**src/rtl/csi_dec_pkg.sv**
```systemverilog
// Shared constants and types for the camera packet decoder.
// Assumes 8-bit lane bytes and a 4-byte packet header.
package csi_dec_pkg;
    localparam int BYTE_W    = 8;
    localparam int WC_W      = 16;
    localparam int DT_W      = 6;
    localparam int ECC_W     = 6;
    localparam int HDR_BYTES = 4;
    localparam int HDR_W     = BYTE_W * (HDR_BYTES - 1);

    // Row masks: parity bit k covers the header bits set in row k.
    localparam logic [ECC_W-1:0][HDR_W-1:0] ECC_ROWS = {
        24'hEFFC00, 24'hDF03F0, 24'hB8E38E,
        24'h749A6D, 24'hF2555B, 24'hF12CB7
    };

    localparam logic [DT_W-1:0] DT_FRM_BEGIN = 6'h00;
    localparam logic [DT_W-1:0] DT_FRM_CLOSE = 6'h01;
    localparam logic [DT_W-1:0] DT_LN_BEGIN  = 6'h02;
    localparam logic [DT_W-1:0] DT_LN_CLOSE  = 6'h03;
    localparam logic [DT_W-1:0] DT_LONG_MIN  = 6'h10;

    typedef enum logic [1:0] {
        FR_IDLE = 2'd0,
        FR_OPEN = 2'd1,
        FR_LINE = 2'd2
    } frame_st_t;
endpackage

```
**src/rtl/csi_ecc_gen.sv**
```systemverilog
// Combinational 6-bit header check generator.
// Assumes the 24 covered bits are {wc_hi, wc_lo, identifier}.
module csi_ecc_gen
    import csi_dec_pkg::*;
(
    input  logic [HDR_W-1:0] hdr_bits,
    output logic [ECC_W-1:0] ecc_calc
);
    // One parity tree per check bit.
    for (genvar k = 0; k < ECC_W; k++) begin : g_par
        assign ecc_calc[k] = ^(hdr_bits & ECC_ROWS[k]);
    end
endmodule

```
**src/rtl/csi_hdr_capture.sv**
```systemverilog
// Collects the first three header bytes and flags the check byte.
// Assumes in_sop marks the identifier byte; an in_sop restarts capture.
module csi_hdr_capture
    import csi_dec_pkg::*;
(
    input  logic              clk,
    input  logic              rst_n,
    input  logic              in_valid,
    input  logic              in_sop,
    input  logic [BYTE_W-1:0] in_byte,
    output logic              hdr_done,
    output logic [HDR_W-1:0]  hdr_bits,
    output logic [BYTE_W-1:0] ecc_rx,
    output logic              body_vld,
    output logic [BYTE_W-1:0] body_byte
);
    localparam int CNT_W = $clog2(HDR_BYTES);
    localparam logic [CNT_W-1:0] LAST_IDX = CNT_W'(HDR_BYTES - 1);

    logic [CNT_W-1:0]                  idx_q;
    logic [HDR_BYTES-2:0][BYTE_W-1:0]  store_q;

    // Byte index within the header; zero means no header in progress.
    always_ff @(posedge clk) begin
        if (!rst_n) begin
            idx_q   <= '0;
            store_q <= '0;
        end else if (in_valid) begin
            if (in_sop) begin
                store_q[0] <= in_byte;
                idx_q      <= CNT_W'(1);
            end else if (idx_q == LAST_IDX) begin
                idx_q <= '0;
            end else if (idx_q != '0) begin
                store_q[idx_q] <= in_byte;
                idx_q          <= idx_q + CNT_W'(1);
            end
        end
    end

    // Header completion and body byte qualification.
    always_comb begin
        hdr_done  = in_valid && !in_sop && (idx_q == LAST_IDX);
        hdr_bits  = store_q;
        ecc_rx    = in_byte;
        body_vld  = in_valid && !in_sop && (idx_q == '0);
        body_byte = in_byte;
    end
endmodule

```
**src/rtl/csi_frame_fsm.sv**
```systemverilog
// Frame/line sequencer and payload streamer.
// Assumes hdr_done/ecc_ok are valid in the cycle the check byte arrives.
module csi_frame_fsm
    import csi_dec_pkg::*;
(
    input  logic              clk,
    input  logic              rst_n,
    input  logic              hdr_done,
    input  logic [HDR_W-1:0]  hdr_bits,
    input  logic              ecc_ok,
    input  logic              body_vld,
    input  logic [BYTE_W-1:0] body_byte,
    output logic              frame_start,
    output logic              frame_end,
    output logic              line_start,
    output logic              line_end,
    output logic              frame_valid,
    output logic              line_valid,
    output logic [BYTE_W-1:0] pix_byte,
    output logic [WC_W-1:0]   word_count,
    output logic [BYTE_W-1:0] data_type,
    output logic              ecc_err
);
    frame_st_t       fst_q;
    logic            in_pay_q;
    logic            first_q;
    logic            auto_q;
    logic [WC_W-1:0] rem_q;
    logic [DT_W-1:0] dt;
    logic [WC_W-1:0] wc;

    // Header field split.
    always_comb begin
        dt = hdr_bits[DT_W-1:0];
        wc = hdr_bits[HDR_W-1:BYTE_W];
    end

    // Sequencing of sync packets, payload counting and all outputs.
    always_ff @(posedge clk) begin
        if (!rst_n) begin
            fst_q       <= FR_IDLE;
            in_pay_q    <= 1'b0;
            first_q     <= 1'b0;
            auto_q      <= 1'b0;
            rem_q       <= '0;
            frame_start <= 1'b0;
            frame_end   <= 1'b0;
            line_start  <= 1'b0;
            line_end    <= 1'b0;
            frame_valid <= 1'b0;
            line_valid  <= 1'b0;
            pix_byte    <= '0;
            word_count  <= '0;
            data_type   <= '0;
            ecc_err     <= 1'b0;
        end else begin
            frame_start <= 1'b0;
            frame_end   <= 1'b0;
            line_start  <= 1'b0;
            line_end    <= 1'b0;
            line_valid  <= 1'b0;
            ecc_err     <= 1'b0;
            if (frame_end) frame_valid <= 1'b0;
            if (hdr_done) begin
                in_pay_q <= 1'b0;
                if (!ecc_ok) begin
                    ecc_err <= 1'b1;
                end else begin
                    data_type  <= BYTE_W'(dt);
                    word_count <= wc;
                    if (dt == DT_FRM_BEGIN) begin
                        frame_start <= 1'b1;
                        frame_valid <= 1'b1;
                        fst_q       <= FR_OPEN;
                    end else if (dt == DT_FRM_CLOSE) begin
                        if (fst_q != FR_IDLE) begin
                            frame_end <= 1'b1;
                            fst_q     <= FR_IDLE;
                        end
                    end else if (dt == DT_LN_BEGIN) begin
                        if (fst_q == FR_OPEN) begin
                            line_start <= 1'b1;
                            fst_q      <= FR_LINE;
                        end
                    end else if (dt == DT_LN_CLOSE) begin
                        if (fst_q == FR_LINE) begin
                            line_end <= 1'b1;
                            fst_q    <= FR_OPEN;
                        end
                    end else if (dt >= DT_LONG_MIN && fst_q != FR_IDLE && wc != '0) begin
                        in_pay_q <= 1'b1;
                        rem_q    <= wc;
                        first_q  <= 1'b1;
                        auto_q   <= (fst_q == FR_OPEN);
                    end
                end
            end else if (in_pay_q && body_vld) begin
                line_valid <= 1'b1;
                pix_byte   <= body_byte;
                first_q    <= 1'b0;
                rem_q      <= rem_q - WC_W'(1);
                if (first_q && auto_q) line_start <= 1'b1;
                if (rem_q == WC_W'(1)) begin
                    in_pay_q <= 1'b0;
                    if (auto_q) line_end <= 1'b1;
                end
            end
        end
    end
endmodule

```
**src/rtl/csi_packet_decoder.sv**
```systemverilog
// Top of the camera packet decoder: header capture, check, sequencer.
// Assumes aligned bytes with a start-of-packet marker on the identifier.
module csi_packet_decoder
    import csi_dec_pkg::*;
(
    input  logic              clk,
    input  logic              rst_n,
    input  logic              in_valid,
    input  logic              in_sop,
    input  logic [7:0]        in_byte,
    output logic              frame_start,
    output logic              frame_end,
    output logic              line_start,
    output logic              line_end,
    output logic              frame_valid,
    output logic              line_valid,
    output logic [7:0]        pix_byte,
    output logic [15:0]       word_count,
    output logic [7:0]        data_type,
    output logic              ecc_err
);
    logic              hdr_done;
    logic [HDR_W-1:0]  hdr_bits;
    logic [BYTE_W-1:0] ecc_rx;
    logic [ECC_W-1:0]  ecc_calc;
    logic              body_vld;
    logic [BYTE_W-1:0] body_byte;
    logic              ecc_ok;

    csi_hdr_capture i_cap (
        .clk(clk), .rst_n(rst_n), .in_valid(in_valid), .in_sop(in_sop),
        .in_byte(in_byte), .hdr_done(hdr_done), .hdr_bits(hdr_bits),
        .ecc_rx(ecc_rx), .body_vld(body_vld), .body_byte(body_byte)
    );

    csi_ecc_gen i_ecc (.hdr_bits(hdr_bits), .ecc_calc(ecc_calc));

    // Received check byte must match, upper two bits zero.
    assign ecc_ok = (ecc_rx == {{(BYTE_W-ECC_W){1'b0}}, ecc_calc});

    csi_frame_fsm i_fsm (
        .clk(clk), .rst_n(rst_n), .hdr_done(hdr_done), .hdr_bits(hdr_bits),
        .ecc_ok(ecc_ok), .body_vld(body_vld), .body_byte(body_byte),
        .frame_start(frame_start), .frame_end(frame_end),
        .line_start(line_start), .line_end(line_end),
        .frame_valid(frame_valid), .line_valid(line_valid),
        .pix_byte(pix_byte), .word_count(word_count),
        .data_type(data_type), .ecc_err(ecc_err)
    );
endmodule

```
**config.mk**
```make
export PLATFORM = sky130hd
export DESIGN_NAME = csi_packet_decoder
export DESIGN_NICKNAME = d
export VERILOG_FILES = /design/src/rtl/csi_dec_pkg.sv /design/src/rtl/csi_ecc_gen.sv /design/src/rtl/csi_hdr_capture.sv /design/src/rtl/csi_frame_fsm.sv /design/src/rtl/csi_packet_decoder.sv
export SDC_FILE = /design/constraint.sdc
export NUM_CORES = 1
export LEC_CHECK = 0
export BUFFER_PORTS_ARGS = -buffer_cell sky130_fd_sc_hd__buf_2
export CAP_MARGIN = 20
export CORE_ASPECT_RATIO = 0.8
export CORE_MARGIN = 4
export CORE_UTILIZATION = 35
export DETAILED_ROUTE_END_ITERATION = 6
export PLACE_DENSITY = 0.49
export SETUP_SLACK_MARGIN = 0.05
export SLEW_MARGIN = 20
export SYNTH_ARGS = -nofsm -noshare
export SYNTH_HDL_FRONTEND = slang
export SYNTH_HIERARCHICAL = 1
export SYNTH_SLANG_ARGS = --single-unit
```
**constraint.sdc**
```tcl
create_clock -name clk -period 3.8 [get_ports clk]
set_clock_uncertainty 0.05 [all_clocks]
set_input_delay 1.14 -clock clk [delete_from_list [all_inputs] [get_ports clk]]
set_output_delay 1.14 -clock clk [all_outputs]
set_load 0.005 [all_outputs]
```
---- After elaboration in Yosys (flattened, before gate mapping) ----
Cells that the tools add are included.
word-level totals
  register bits ........................... 84
  input bits .............................. 12
  output and inout port bits .............. 39
  word-level logic and storage cells ...... 156
cells by class
  $add $sub $neg .......................... 2
  order comparisons ....................... 3
  equal/unequal tests ..................... 17
  muxes and demuxes ....................... 67
  bitwise gates (word level) .............. 9
  reductions and logical operators ........ 39
operator list
  cell                                                                                 count
  24-bit XOR reduction                                                                 6
  16-bit two-way mux                                                                   8
  1-bit two-way mux                                                                    43
  8-bit two-way mux                                                                    4
  24-bit bitwise mux                                                                   1
  2-bit two-way mux                                                                    10
  8-bit demux with 2-bit select                                                        1
  16-bit by 1-bit equality test with 1-bit output, second input constant               1
  16-bit nonzero test                                                                  1
  16-bit by 1-bit subtractor with 16-bit output, second input constant                 1
  7-bit AND reduction                                                                  2
  6-bit by 2-bit equality test with 1-bit output, second input constant                2
  2-bit != test, second input constant                                                 5
  2-bit AND reduction                                                                  5
  2-bit nonzero test                                                                   5
  1-bit inverter                                                                       9
  8-bit by 6-bit equality test with 1-bit output                                       1
  1-bit logical AND                                                                    8
  4-bit nonzero test                                                                   2
  6-bit by 1-bit equality test with 1-bit output, second input constant                1
  6-bit by 5-bit greater-or-equal comparator with 1-bit output, second input constant  1
  6-bit logical NOT                                                                    1
  3-bit AND reduction                                                                  2
  6-bit AND reduction                                                                  1
  14 further kinds                                                                     16

---- Logic depth before layout (Yosys ltp) ----
  depth after elaboration ................. 10
  gate-level depth with buffers ........... 12
  depth with buffers taken out ............ 11

---- Hierarchy ----
Netlist, hierarchy kept.
by module, submodules not included
  module              instances  cells an instance  area each (µm²)  sequential area each (µm²)
  csi_frame_fsm       1          345                2,621.3          1,161.1
  csi_hdr_capture     1          135                1,209.9          520.5
  csi_ecc_gen         1          39                 506.7            0.0
  csi_packet_decoder  1          9                  75.1             0.0

---- Worst setup path after synthesis ----
No wires, ideal clock.
  path kind ............................... flip-flop to flip-flop
  from .................................... register i_cap.store_q, in the netlist i_cap/hdr_bits[0]
  to ...................................... register i_fsm.rem_q[12]
  library setup time ...................... 0.120 ns
  data arrival time ....................... 3.285 ns
  data required time ...................... 3.630 ns
  path slack .............................. 0.345 ns
  cell stages (with the launch flop) ...... 13
  path through ............................ dfxtp_1 -> xnor3_1 -> xor2_1 -> xnor3_1 -> xnor2_1 -> nand4_1 -> nor4_2 -> nand2_2 -> or3_4 -> or2_1 -> buf_6 -> mux2i_1 -> a211o_1
on the way
  elaborated cells between the ends (all ways) .. 18
RTL lines
  element                                                    line                      text
  from (decl)                                                csi_hdr_capture.sv:21     logic [HDR_BYTES-2:0][BYTE_W-1:0] store_q;
  from (signal, indexed assignment)                          csi_hdr_capture.sv:35     store_q[idx_q] <= in_byte;
  24-bit XOR reduction                                       csi_ecc_gen.sv:11         assign ecc_calc[k] = ^(hdr_bits & ECC_ROWS[k]);
  net ecc_calc[2]                                            csi_packet_decoder.sv:25  logic [ECC_W-1:0] ecc_calc;
  8-bit by 6-bit equality test with 1-bit output             csi_packet_decoder.sv:39  assign ecc_ok = (ecc_rx == {{(BYTE_W-ECC_W){1'b0}}, ecc_calc});
  net ecc_ok                                                 csi_packet_decoder.sv:28  logic ecc_ok;
  2-bit by 1-bit != test with 1-bit output (no source line)  --
  7-bit AND reduction (no source line)                       --
  to (signal assigned)                                       csi_frame_fsm.sv:92       rem_q <= wc;
  to (signal assigned)                                       csi_frame_fsm.sv:101      rem_q <= rem_q - WC_W'(1);
  to (decl)                                                  csi_frame_fsm.sv:28       logic [WC_W-1:0] rem_q;
The timed path passes the listed nets, and every way through them passes these cells.
A chain may end at the register's enable or synchronous reset.

---- Worst setup path after layout ----
  from .................................... register i_cap.store_q, in the netlist i_cap/hdr_bits[3]
  to ...................................... register i_fsm.rem_q[12]
The elaborated chain is that of the path after synthesis.

==> results.json <==
{
  "crit_fanout": 9,
  "drt-wirelength-per-cell_um": 17.47,
  "cellInternalPower_mw": 1.533,
  "io-pin-count": 51,
  "drt-total-wl_mm": 13.02,
  "setup_ws_ns": 0.2205,
  "power-per-cell-area_nw_per_um2": 389.9,
  "period_share_pct": 94.20,
  "place_hpwl_mm": 9.630,
  "die_height_um": 108.4,
  "overall_power_consumption_mw": 2.000,
  "cts-root-buf": "sky130_fd_sc_hd__clkbuf_16",
  "setup.worst_path.start_class": "flop",
  "tritoncts_clock_tree": "built",
  "cts_inserted_buffers": 9,
  "final_cell_area_um2": 5129,
  "m1WireLength_mm": 6.423,
  "count_of_flip_flops_with_a_built_in_enable_after_synthesis": 0,
  "end_kind": "flop",
  "grt_overflow": 0,
  "synth.yosys.seq_area_share_pct": 38.11,
  "ys.warnings.count": 6,
  "vias_per_cell": 5.123,
  "clkSinkCount": 84,
  "drc": 0,
  "max-slew-margin-rel_pct": 37.87,
  "fp-row-count": 36,
  "clock_path_buffers": 2,
  "max-vdd-ir-drop_mv": 0.2067,
  "antenna_found_initial": 0,
  "ys_async_sr_fraction_pct": 0,
  "route.met3.wl_um": 796,
  "power.share.sequential_pct": 44.7,
  "number_of_global_route_vias_before_repair": 3688,
  "dieWidth_um": 133.5,
  "maxCapViolations": 0,
  "via_count": 3817,
  "tns_ns": 0,
  "finalWorstPathRequiredPeriod_ns": 3.580,
  "num-nets-final": 588,
  "postSynthCellCount": 528,
  "detail_route.first_pass.iterations": 5,
  "initialDrtViolationCount": 298,
  "synth_ff_type": "sky130_fd_sc_hd__dfxtp_1",
  "post_cts_resized": 0,
  "pin_count_of_the_biggest_net_entering_global_routing": 51,
  "routed-wl-met2_mm": 5.554,
  "worstSkewPairLatency_ns": 0.35,
  "placement.cell_area_um2": 4805,
  "hold_path_class": "reg2reg",
  "worst_setup_hold_path_clk_slew_ns": 0.06,
  "syn_area_um2": 4413,
  "worstPathArrival_ns": 3.77,
  "power.share.clock_pct": 48.2,
  "final_hold_viols": 0,
  "layout.filler_cells": 1246,
  "power_frac_comb_pct": 7.1,
  "place_congestion": 0.8950,
  "initial_utilization_pct": 36.02,
  "numPortBuffers": 48,
  "timing.hold.ws_ns": 0.4023,
  "top_signal_layer_used": "met4",
  "post_cts.repair.setup_buffers": 0,
  "core_footprint_um2": 12250,
  "grt_pass1_wl_mm": 20.80,
  "run_status": "finished clean",
  "flip_flop_and_latch_count_after_synthesis": 84,
  "yosysUniqueCellTypes": 56,
  "worst_slew_pin_slew_ns": 0.9305,
  "area.growth.synth_to_final_pct": 16.22,
  "fp.dieArea_um2": 14480,
  "criticalPathCategory": "reg2reg",
  "timing_max_transition_violations_final": 0,
  "n_antenna_cell": 0,
  "fmax_mhz": 279.4,
  "crit_required_ns": 3.99,
  "rsz0062_at_grt": "no",
  "htreeDepth": 3,
  "synthesis.area_per_instance_um2": 8.358,
  "post_cts_hold_buffer_count": 0,
  "net_switching_power_of_the_design_uw": 467.1,
  "place_ws_ns": 0.2310,
  "report.final.setup_viol": 0,
  "power.switching_fraction_pct": 23.36,
  "ant_nets": 0,
  "grt_usage_pct": 18.65,
  "drive_above_1_share_pct": 17.07,
  "power_leakage_nw": 2.209
}
==> worst max-delay path, stage by stage (launching register included) <==
cell	delay (ns)
sky130_fd_sc_hd__dfxtp_1	0.43
sky130_fd_sc_hd__xnor3_1	0.35
sky130_fd_sc_hd__xor2_1	0.25
sky130_fd_sc_hd__xnor3_1	0.46
sky130_fd_sc_hd__xnor2_1	0.17
sky130_fd_sc_hd__nand4_1	0.11
sky130_fd_sc_hd__nor4_2	0.31
sky130_fd_sc_hd__nand2_2	0.10
sky130_fd_sc_hd__or3_4	0.42
sky130_fd_sc_hd__or2_1	0.36
sky130_fd_sc_hd__mux2i_1	0.17
sky130_fd_sc_hd__a211o_1	0.29
==> final cells by class <==
class | count | area (um2) | share of cell area (%)
Clock inverter | 7 | 98.84 | 1.927
Timing Repair Buffer | 71 | 412.9 | 8.051
Multi-Input combinational cell | 392 | 2455 | 47.87
Clock buffer | 9 | 225.2 | 4.391
Sequential cell | 84 | 1682 | 32.79
Inverter | 11 | 41.29 | 0.8051
Tap cell | 171 | 214.0 | 4.172
==> cell families (layout without fill, tap and decap cells) <==
kind of cell	Yosys count	in the layout	share of synthesized area, %
compound gates	104	104	13.72
xor+xnor	47	47	13.07
fa+ha+maj	7	7	1.985
buf+inv	53	98	6.351
flops	84	84	38.11
mux	17	17	3.856
other cells	1	2	0.08498
simple gates	215	215	22.82
==> path summary, 6_finish.rpt <==
path,from,end,slack [ns],cells after the start
setup / recovery,i_cap/hdr_bits[3],i_fsm/rem_q[12],0.22,11
hold reg to reg,i_fsm/word_count[11],i_fsm/word_count[11],0.40,2
hold / removal,i_fsm/word_count[11],i_fsm/word_count[11],0.40,2
setup reg to reg,i_cap/hdr_bits[3],i_fsm/rem_q[12],0.22,11
==> per-stage QoR <==
step                      utilization [%]  std cells
after global routing                41.86        745
final                               41.86        745
after global placement              39.22        729
after detailed placement            39.22        729
after CTS                           41.86        745
after floorplan                         -        529
==> state kept, by name, indices dropped and copies added (netlist names) <==
| register | cells |
|---|---|
| i_fsm/word_count | 16 |
| i_fsm/data_type | 6 |
| i_fsm/auto_q | 1 |
| i_fsm/frame_end | 1 |
| i_fsm/line_end | 1 |
| i_cap/idx_q | 2 |
| i_cap/hdr_bits | 24 |
| i_fsm/fst_q | 2 |
| i_fsm/first_q | 1 |
| i_fsm/ecc_err | 1 |
| i_fsm/pix_byte | 8 |
| i_fsm/in_pay_q | 1 |
| i_fsm/rem_q | 16 |
| i_fsm/line_start | 1 |
| i_fsm/frame_start | 1 |
| i_fsm/line_valid | 1 |
| i_fsm/frame_valid | 1 |
==> cells in the final DEF (no fill, tap or decap), drive strengths merged, types with 9 or more instances in the layout <==
cell type / instances
xor2: 12
clkbuf: 9
xnor2: 23
nand2: 119
o21ai: 15
buf: 71
xnor3: 12
dfxtp: 84
a21oi: 57
mux2i: 17
nor3: 12
nor2: 28
inv: 12
nand3: 19
==> cell usage after synthesis, types with 9 or more instances <==
| master | instances | area (um2) |
|---|---|---|
| sky130_fd_sc_hd__clkbuf_1 | 20 | 75.07 |
| sky130_fd_sc_hd__nor3_1 | 11 | 55.05 |
| sky130_fd_sc_hd__nand2_1 | 116 | 435.4 |
| sky130_fd_sc_hd__nor2_1 | 27 | 101.4 |
| sky130_fd_sc_hd__xnor3_1 | 12 | 270.3 |
| sky130_fd_sc_hd__mux2i_1 | 17 | 170.2 |
| sky130_fd_sc_hd__dfxtp_1 | 84 | 1682 |
| sky130_fd_sc_hd__xor2_1 | 12 | 105.1 |
| sky130_fd_sc_hd__buf_4 | 19 | 142.6 |
| sky130_fd_sc_hd__a21oi_1 | 57 | 285.3 |
| sky130_fd_sc_hd__o21ai_0 | 15 | 75.07 |
| sky130_fd_sc_hd__inv_1 | 9 | 33.78 |
| sky130_fd_sc_hd__nand3_1 | 19 | 95.09 |
| sky130_fd_sc_hd__xnor2_1 | 23 | 201.4 |
==> power groups by stage <==
stage / combinational [mW] / sequential, mW / clock (mW)
2_1_floorplan: 0.117 / 0.913 / 0
3_3_place_gp: 0.142 / 0.913 / 0
3_5_place_dp: 0.142 / 0.914 / 0
4_1_cts: 0.143 / 0.894 / 0.985
5_1_grt: 0.155 / 0.894 / 1.03
6_report: 0.143 / 0.894 / 0.963
==> per-layer routing <==
metal | global-route usage, % | up-vias
met1 | 26.60 | 1817
li1 | - | 1874
met4 | 5.947 | 0
met5 | 0 | -
met2 | 27.54 | 105
met3 | 4.837 | 21
(Power assumes the default switching activity.)
